<file path="src/rtl/flash_stat_pkg.sv">
package flash_stat_pkg;
  localparam int REG_W     = 8;
  localparam int CCIF_BIT  = 7;
  localparam int RDCOL_BIT = 6;
  localparam int ACC_BIT   = 5;
  localparam int PROT_BIT  = 4;
  localparam int MG_BIT    = 0;

  typedef struct packed {
    logic launchAcc;
    logic setRdCol;
    logic clrRdCol;
    logic setAcc;
    logic clrAcc;
    logic setProt;
    logic clrProt;
    logic setMg;
    logic clrMg;
  } statStrobes_t;
endpackage

</file>
<file path="src/rtl/fsc_ctrl.sv">
module fsc_ctrl
  import flash_stat_pkg::*;
#(
  parameter int W = REG_W
) (
  input  logic         clk,
  input  logic         rstN,
  input  logic         regWrEn,
  input  logic [W-1:0] regWrData,
  input  logic         cpuFlashRd,
  input  logic         engInitDone,
  input  logic         engDone,
  input  logic         engErr,
  input  logic         engSeqViol,
  input  logic         engProtViol,
  input  logic         engCollision,
  input  logic         accErr,
  input  logic         protErr,
  output logic         ccif,
  output logic         launchPulse,
  output statStrobes_t st
);
  logic wantLaunch, cmdEnd, launchOk;

  assign wantLaunch = regWrEn && regWrData[CCIF_BIT];
  assign cmdEnd     = engInitDone || engDone || engSeqViol || engProtViol;
  assign launchOk   = wantLaunch && ccif && !accErr && !protErr;

  always_ff @(posedge clk or negedge rstN) begin
    if (!rstN) begin
      ccif        <= 1'b0;
      launchPulse <= 1'b0;
    end else begin
      launchPulse <= launchOk;
      if (cmdEnd)        ccif <= 1'b1;
      else if (launchOk) ccif <= 1'b0;
    end
  end

  always_comb begin
    st           = '0;
    st.launchAcc = launchOk;
    st.setRdCol  = engCollision || (cpuFlashRd && !ccif);
    st.clrRdCol  = regWrEn && regWrData[RDCOL_BIT];
    st.setAcc    = engSeqViol;
    st.clrAcc    = regWrEn && regWrData[ACC_BIT];
    st.setProt   = engProtViol;
    st.clrProt   = regWrEn && regWrData[PROT_BIT];
    st.setMg     = engErr && (engDone || engInitDone);
    st.clrMg     = launchPulse;
  end

  // an accepted launch gives one pulse and drops the complete flag
  a_r3_launch_pulse: assert property (@(posedge clk) disable iff (!rstN)
    (wantLaunch && ccif && !accErr && !protErr && !cmdEnd) |=> (launchPulse && !ccif));
  a_r3_single_cycle: assert property (@(posedge clk) disable iff (!rstN)
    launchPulse |=> !launchPulse);
  // a pending error blocks the launch
  a_r4_blocked: assert property (@(posedge clk) disable iff (!rstN)
    (wantLaunch && (accErr || protErr)) |=> !launchPulse);
  // any command end raises the complete flag
  a_r5_end_sets: assert property (@(posedge clk) disable iff (!rstN)
    cmdEnd |=> ccif);
endmodule

</file>
<file path="src/rtl/fsc_datapath.sv">
module fsc_datapath
  import flash_stat_pkg::*;
#(
  parameter int W = REG_W
) (
  input  logic         clk,
  input  logic         rstN,
  input  statStrobes_t st,
  input  logic         ccif,
  output logic         accErr,
  output logic         protErr,
  output logic [W-1:0] regRdData
);
  logic rdCol, mgStat;

  always_ff @(posedge clk or negedge rstN) begin
    if (!rstN) begin
      rdCol   <= 1'b0;
      accErr  <= 1'b0;
      protErr <= 1'b0;
      mgStat  <= 1'b0;
    end else begin
      if (st.setRdCol)      rdCol <= 1'b1;
      else if (st.clrRdCol) rdCol <= 1'b0;
      if (st.setAcc)        accErr <= 1'b1;
      else if (st.clrAcc)   accErr <= 1'b0;
      if (st.setProt)       protErr <= 1'b1;
      else if (st.clrProt)  protErr <= 1'b0;
      if (st.setMg)         mgStat <= 1'b1;
      else if (st.clrMg)    mgStat <= 1'b0;
    end
  end

  always_comb begin
    regRdData            = '0;
    regRdData[CCIF_BIT]  = ccif;
    regRdData[RDCOL_BIT] = rdCol;
    regRdData[ACC_BIT]   = accErr;
    regRdData[PROT_BIT]  = protErr;
    regRdData[MG_BIT]    = mgStat;
  end

  // write-1 clear takes effect when no set competes
  a_r8_w1c_acc: assert property (@(posedge clk) disable iff (!rstN)
    (st.clrAcc && !st.setAcc) |=> !accErr);
  // a set beats a simultaneous clear
  a_r9_set_wins_rdcol: assert property (@(posedge clk) disable iff (!rstN)
    (st.setRdCol && st.clrRdCol) |=> rdCol);
  a_r9_set_wins_prot: assert property (@(posedge clk) disable iff (!rstN)
    (st.setProt && st.clrProt) |=> protErr);
  // execution status drops after the launch pulse
  a_r12_mg_clear: assert property (@(posedge clk) disable iff (!rstN)
    (st.clrMg && !st.setMg) |=> !mgStat);
  // only an error report raises execution status
  a_r11_mg_source: assert property (@(posedge clk) disable iff (!rstN)
    (!st.setMg && !mgStat) |=> !mgStat);
endmodule

</file>
<file path="src/rtl/flash_cmd_status.sv">
module flash_cmd_status
  import flash_stat_pkg::*;
#(
  parameter int W = REG_W
) (
  input  logic         clk,
  input  logic         rstN,
  input  logic         regWrEn,
  input  logic [W-1:0] regWrData,
  input  logic         cpuFlashRd,
  input  logic         engInitDone,
  input  logic         engDone,
  input  logic         engErr,
  input  logic         engSeqViol,
  input  logic         engProtViol,
  input  logic         engCollision,
  output logic [W-1:0] regRdData,
  output logic         launchPulse
);
  statStrobes_t st;
  logic ccif, accErr, protErr;

  fsc_ctrl #(.W(W)) ctrl_i (
    .clk(clk), .rstN(rstN), .regWrEn(regWrEn), .regWrData(regWrData),
    .cpuFlashRd(cpuFlashRd), .engInitDone(engInitDone), .engDone(engDone),
    .engErr(engErr), .engSeqViol(engSeqViol), .engProtViol(engProtViol),
    .engCollision(engCollision), .accErr(accErr), .protErr(protErr),
    .ccif(ccif), .launchPulse(launchPulse), .st(st)
  );

  fsc_datapath #(.W(W)) dp_i (
    .clk(clk), .rstN(rstN), .st(st), .ccif(ccif),
    .accErr(accErr), .protErr(protErr), .regRdData(regRdData)
  );

  // reserved field reads zero
  a_r10_reserved_zero: assert property (@(posedge clk) disable iff (!rstN)
    regWrEn |=> (regRdData[3:1] == 3'b000));
endmodule

</file>
<file path="config.mk">
export PLATFORM = sky130hd
export DESIGN_NAME = flash_cmd_status
export DESIGN_NICKNAME = d
export VERILOG_FILES = /design/src/rtl/flash_stat_pkg.sv /design/src/rtl/fsc_ctrl.sv /design/src/rtl/fsc_datapath.sv /design/src/rtl/flash_cmd_status.sv
export SDC_FILE = /design/constraint.sdc
export NUM_CORES = 1
export LEC_CHECK = 0
export BUFFER_PORTS_ARGS = -buffer_cell sky130_fd_sc_hd__buf_2
export CORE_MARGIN = 5
export CORE_UTILIZATION = 27
export CTS_CLUSTER_DIAMETER = 50
export DETAILED_ROUTE_END_ITERATION = 10
export PLACE_DENSITY = 0.58
export REMOVE_ABC_BUFFERS = 1
export SYNTH_ARGS = -nofsm -noshare
export SYNTH_HDL_FRONTEND = slang
export SYNTH_HIERARCHICAL = 1
export SYNTH_SLANG_ARGS = --single-unit
</file>
<file path="constraint.sdc">
create_clock -name clk -period 2.7 [get_ports clk]
set_clock_uncertainty 0.05 [all_clocks]
set_input_delay 0.135 -clock clk [delete_from_list [all_inputs] [get_ports clk]]
set_output_delay 0.135 -clock clk [all_outputs]
set_load 0.02 [all_outputs]
</file>
==> qor.yml, run 1 <==
final_cell_mix: "buf_2 (19), dfrtp_1 (6), inv_1 (5), a21o_1 (5), and2_1 (4)"
grt_max_degree: 7
diodes: 0
syn2layout_area_growth_pct: 20.4
p_leak_nw: 0.221
antenna_left: 0
synthesis.area_um2: 349
core-area_um2: 1270
drc_errors: 0
portBuffers: 19
post_drt_wl_per_cell_um: 10.2
postSynthCellCount: 36
clock_latency_ns: 0.24
vdd_drop_max_mv: 0.140
cts_buffer_depth: 2
track_usage_pct: 6.88
drv_slew: 0
max_stage_delay_ns: 0.39
clk_pin_slew_ns: 0.04
grt_use_met3_pct: 3.56
yosys_warnings: 6
h-tree-depth: 1
initial_core_util_pct: 27.5
num_vias: 259
grt_use_met1_pct: 6.87
crit_start: "dp_i/protErr"
grt_pass1_wl_um: 959
die_h_um: 46.0
fin_ws_ns: 1.72
cts_tree: "done"
drt_iter0_drc: 0
viasPerCell: 3.98
grt_use_met2_pct: 10.7
worstPathCellList: "buf_2"
grt_overflow: 0
globalplace.congestion: 0.658
rr_worst_depth: 2
worst-r2r-setup-slack_ns: 1.79
rsz0062_at_grt: "no"
required_ns: 2.52
antenna_found_initial: 0
fin_nets: 70
r2r_start: "dp_i/protErr"
num_io_pins: 27
fmax_ghz: 1.02
cp-start-kind: "flip-flop"
cts_resized: 0
synth_area_per_cell_um2: 9.70
layout_commonest_cell: "buf_2"
period_minus_slack_ns: 0.983
rows: 13
crit_path_max_fanout: 3
cap_viol_max_count: 0
cp-end-kind: "output port"
cp.arrival_ns: 0.80
grt_pass1_vias: 251
r2r-end: "ctrl_i/ccif"
p_per_area_nw_per_um2: 494
critPathKind: "reg -> out"
die_w_um: 46.0
die-area_um2: 2110
outcome: "finished clean"
period_share_pct: 36.4
busiest_layer: "met2"
setup_violations: 0
numClockSinks: 6
cts_buffers: 3
hold_viol: 0
crit_end: "regRdData[4]"
cts_root_buffer: "clkbuf_4"
firstDrtPassIters: 1
hold_class: "in -> reg"
final_layout_size_suffix_gt1_share_pct: 44.0
wirelength_um: 664
cp_num_buf_inv: 1
dp_slack_ns: 1.79
worst-path-stages: 1
cp_slowest_cell: "dfrtp_1"
finalSetupTns_ns: 0
critPathTopFamily: "flip-flops"
==> metal layers <==
metal,part of all wire [%],routed length (µm),vias up
li1,-,-,129
met1,40,266,119
met2,50,334,11
met3,9.5,63,0
met4,0,0,0
met5,0,0,-
==> power by group <==
part	total [mW]	switching, mW	internal, mW
clock	0.0797	0.0296	0.0501
sequential	0.0958	0.00213	0.0937
combinational	0.0322	0.0171	0.0151
==> area by class of cell <==
class	count	area (µm²)
Fill cell	148	848
Sequential cell	6	150
Multi-Input combinational cell	16	105
Timing Repair Buffer	20	105
Clock buffer	3	22.5
Inverter	5	18.8
Tap cell	15	18.8
==> what timing repair did <==
action / CTS / global route
hold buffers: 1 / 0
setup buffers: 0 / 0
hold endpoints to repair: 6 / 0
==> through the flow <==
stage	total power, mW	instances	hold slack, ns	cell area (µm²)	util [%]
5_1_grt	0.223	65	0.0429	420	33.1
4_1_cts	0.214	65	0.0407	420	33.1
2_1_floorplan	0.112	27	-0.211	274	-
3_5_place_dp	0.129	61	-0.0841	388	30.6
3_3_place_gp	0.128	61	-0.0848	388	30.6
6_report	0.208	65	0.0473	420	33.1
==> flip-flops by register name (all words and copies together), names as in the netlist <==
register,flops
dp_i/accErr,1
ctrl_i/ccif,1
ctrl_i/launchPulse,1
dp_i/rdCol,1
dp_i/protErr,1
dp_i/mgStat,1
==> worst min path at each step <==
| stage | from | end | cells after the start |
|---|---|---|---|
| 2_1_floorplan | rstN | ctrl_i/ccif | 0 |
| 4_1_cts | engProtViol | dp_i/protErr | 2 |
| 5_1_grt | engProtViol | dp_i/protErr | 2 |
| 6_report | engProtViol | dp_i/protErr | 2 |
| 3_5_place_dp | rstN | ctrl_i/launchPulse | 1 |
| 3_3_place_gp | rstN | ctrl_i/launchPulse | 1 |
Note: power is estimated with default switching activity, not from simulation.
==> inputs of run 2 (changes only) <==
==> constraint.sdc (replaced) <==
create_clock -name clk -period 1 [get_ports clk]
set_clock_uncertainty 0.05 [all_clocks]
set_input_delay 0.05 -clock clk [delete_from_list [all_inputs] [get_ports clk]]
set_output_delay 0.05 -clock clk [all_outputs]
set_load 0.02 [all_outputs]
==> qor.yml, run 2 (synthesis results as in run 1) <==
period_minus_slack_ns: 0.950
combPwrFrac_pct: 16.4  # +0.9 points
cts_root_buffer: "clkbuf_4"
holdWs_ns: 0.000603  # -0.0467 ns
h-tree-depth: 1  # unchanged
crit_path_max_fanout: 2  # -1
switching_share_pct: 23.5  # about the same
post_dp_cell_area_um2: 388  # unchanged
setup_violations: 0  # unchanged
worstPathCellList: "dlygate4sd3_1 > buf_2 > nor4_1 > o21ai_1"
syn2layout_area_growth_pct: 26.2
die-area_um2: 2110  # unchanged
required_ns: 1.06  # -1.46 ns
p_leak_nw: 0.229  # +3.8%
rows: 13  # unchanged
post_drt_wl_per_cell_um: 10.1  # -0.65%
power_mw: 0.567  # +170%
clk_pin_slew_ns: 0.05  # about the same
initial_core_util_pct: 27.5  # unchanged
cp.arrival_ns: 1.01  # +0.21 ns
drc_errors: 0  # unchanged
cp_slowest_cell: "dlygate4sd3_1"
antenna_left: 0  # unchanged
period_share_pct: 95.0
track_usage_pct: 6.89  # about the same
grt_overflow: 0  # unchanged
final_area_um2: 440  # +4.8%
rsz0062_at_grt: "no"
hold_viol: 0  # unchanged
p_switching_mw: 0.133  # +170%
cts_buffer_depth: 2  # unchanged
cts_buffers: 3  # unchanged
critPathKind: "in -> reg"
cap_viol_max_count: 0  # unchanged
busiest_layer: "met2"
die_h_um: 46.0  # unchanged
drt_iter0_drc: 0  # unchanged
die_w_um: 46.0  # unchanged
fin_nets: 72  # +2.9%
drv_slew: 0  # unchanged
diodes: 0  # unchanged
numClockSinks: 6  # unchanged
clkPwrFrac_pct: 38.0  # -0.4 points
globalplace.congestion: 0.658  # about the same
p_int_mw: 0.434  # +170%
grt_pass1_wl_um: 952  # -0.73%
num_io_pins: 27  # unchanged
grt_use_met1_pct: 6.89  # +0.016 points
num_vias: 271  # +4.6%
wirelength_um: 680  # +2.4%
fin_ws_ns: 0.0504  # -1.67 ns
hold_class: "in -> reg"
clock_latency_ns: 0.24  # about the same
layout_commonest_cell: "buf_2"
core-area_um2: 1270  # unchanged
grt_pass1_vias: 248  # -1.2%
firstDrtPassIters: 1  # unchanged
grt_use_met3_pct: 3.56  # unchanged
grt_use_met2_pct: 10.7  # unchanged
fmax_ghz: 1.05
antenna_found_initial: 0  # unchanged
cp-end-kind: "flip-flop"
max_stage_delay_ns: 0.53  # +0.14 ns
p_per_area_nw_per_um2: 1290  # +160%
portBuffers: 19  # unchanged
outcome: "finished clean"
grt_max_degree: 7  # unchanged
vdd_drop_max_mv: 0.379  # +170%
cts_tree: "done"
viasPerCell: 4.04  # +1.5%
p_seq_share_pct: 45.6  # -0.5 points
cp-start-kind: "primary input"
finalSetupTns_ns: 0  # unchanged
final_cell_mix: "buf_2 (19), dfrtp_1 (6), inv_1 (5), a21o_1 (5), and2_1 (4)"
dp_slack_ns: 0.0878  # -1.70 ns
final_layout_size_suffix_gt1_share_pct: 42.3  # -1.7 points
run 2: changes by cell type in the layout (fill, tap and decap cells not counted), sizes merged:
cell,previous run,this run
dlygate4sd3,1,3
run 2: per-layer routing:
metal / up-vias / routed length [µm]
met2: 11 / 345
met4: 0 / 0
met5: - / 0
met1: 126 / 270
met3: 0 / 63
li1: 134 / -
run 2: layout make-up:
cell class | instances | area [µm²]
Clock buffer | 3 | 22.5
Fill cell | 146 | 828
Inverter | 5 | 18.8
Multi-Input combinational cell | 16 | 105
Sequential cell | 6 | 150
Tap cell | 15 | 18.8
Timing Repair Buffer | 22 | 125
run 2: stage by stage:
stage,util [%],instances
after floorplan,-,27
after global placement,30.6,61
after detailed placement,30.6,61
after CTS,33.9,66
after global routing,34.7,67
final,34.7,67
run 2: worst paths after layout:
check,start,endpoint,slack [ns],cells past startpoint
worst max-delay path,engProtViol,ctrl_i/ccif,0.05,4
worst min-delay path,engInitDone,ctrl_i/ccif,0.0006,3
worst min register to register,dp_i/rdCol,dp_i/rdCol,0.42,1
max in group asynchronous,rstN,dp_i/mgStat,0.64,2
min in group asynchronous,rstN,ctrl_i/ccif,0.11,2
worst max register to register,dp_i/protErr,ctrl_i/ccif,0.09,2
run 2: power groups by stage:
stage                     Sequential (mW)  Clock (mW)  Combinational (mW)
final                               0.259       0.216              0.0930
after global routing                0.259       0.246               0.103
after CTS                           0.258       0.232              0.0920
after detailed placement            0.262           0              0.0858
after global placement              0.262           0              0.0848
after floorplan                     0.273           0              0.0293
run 2: repair_timing:
action                                 4_1_cts  5_1_grt
buffers inserted                             0        0
endpoints found under the hold margin        9        2
gates resized for setup                      0        0
hold buffers                                 2        1
run 2: critical path: cells and delay by family:
family                 cells  cell delay [ns]
buffers and inverters      2             0.65
AND/OR/NAND/NOR            1             0.20
AO/OA/AOI/OAI              1             0.11
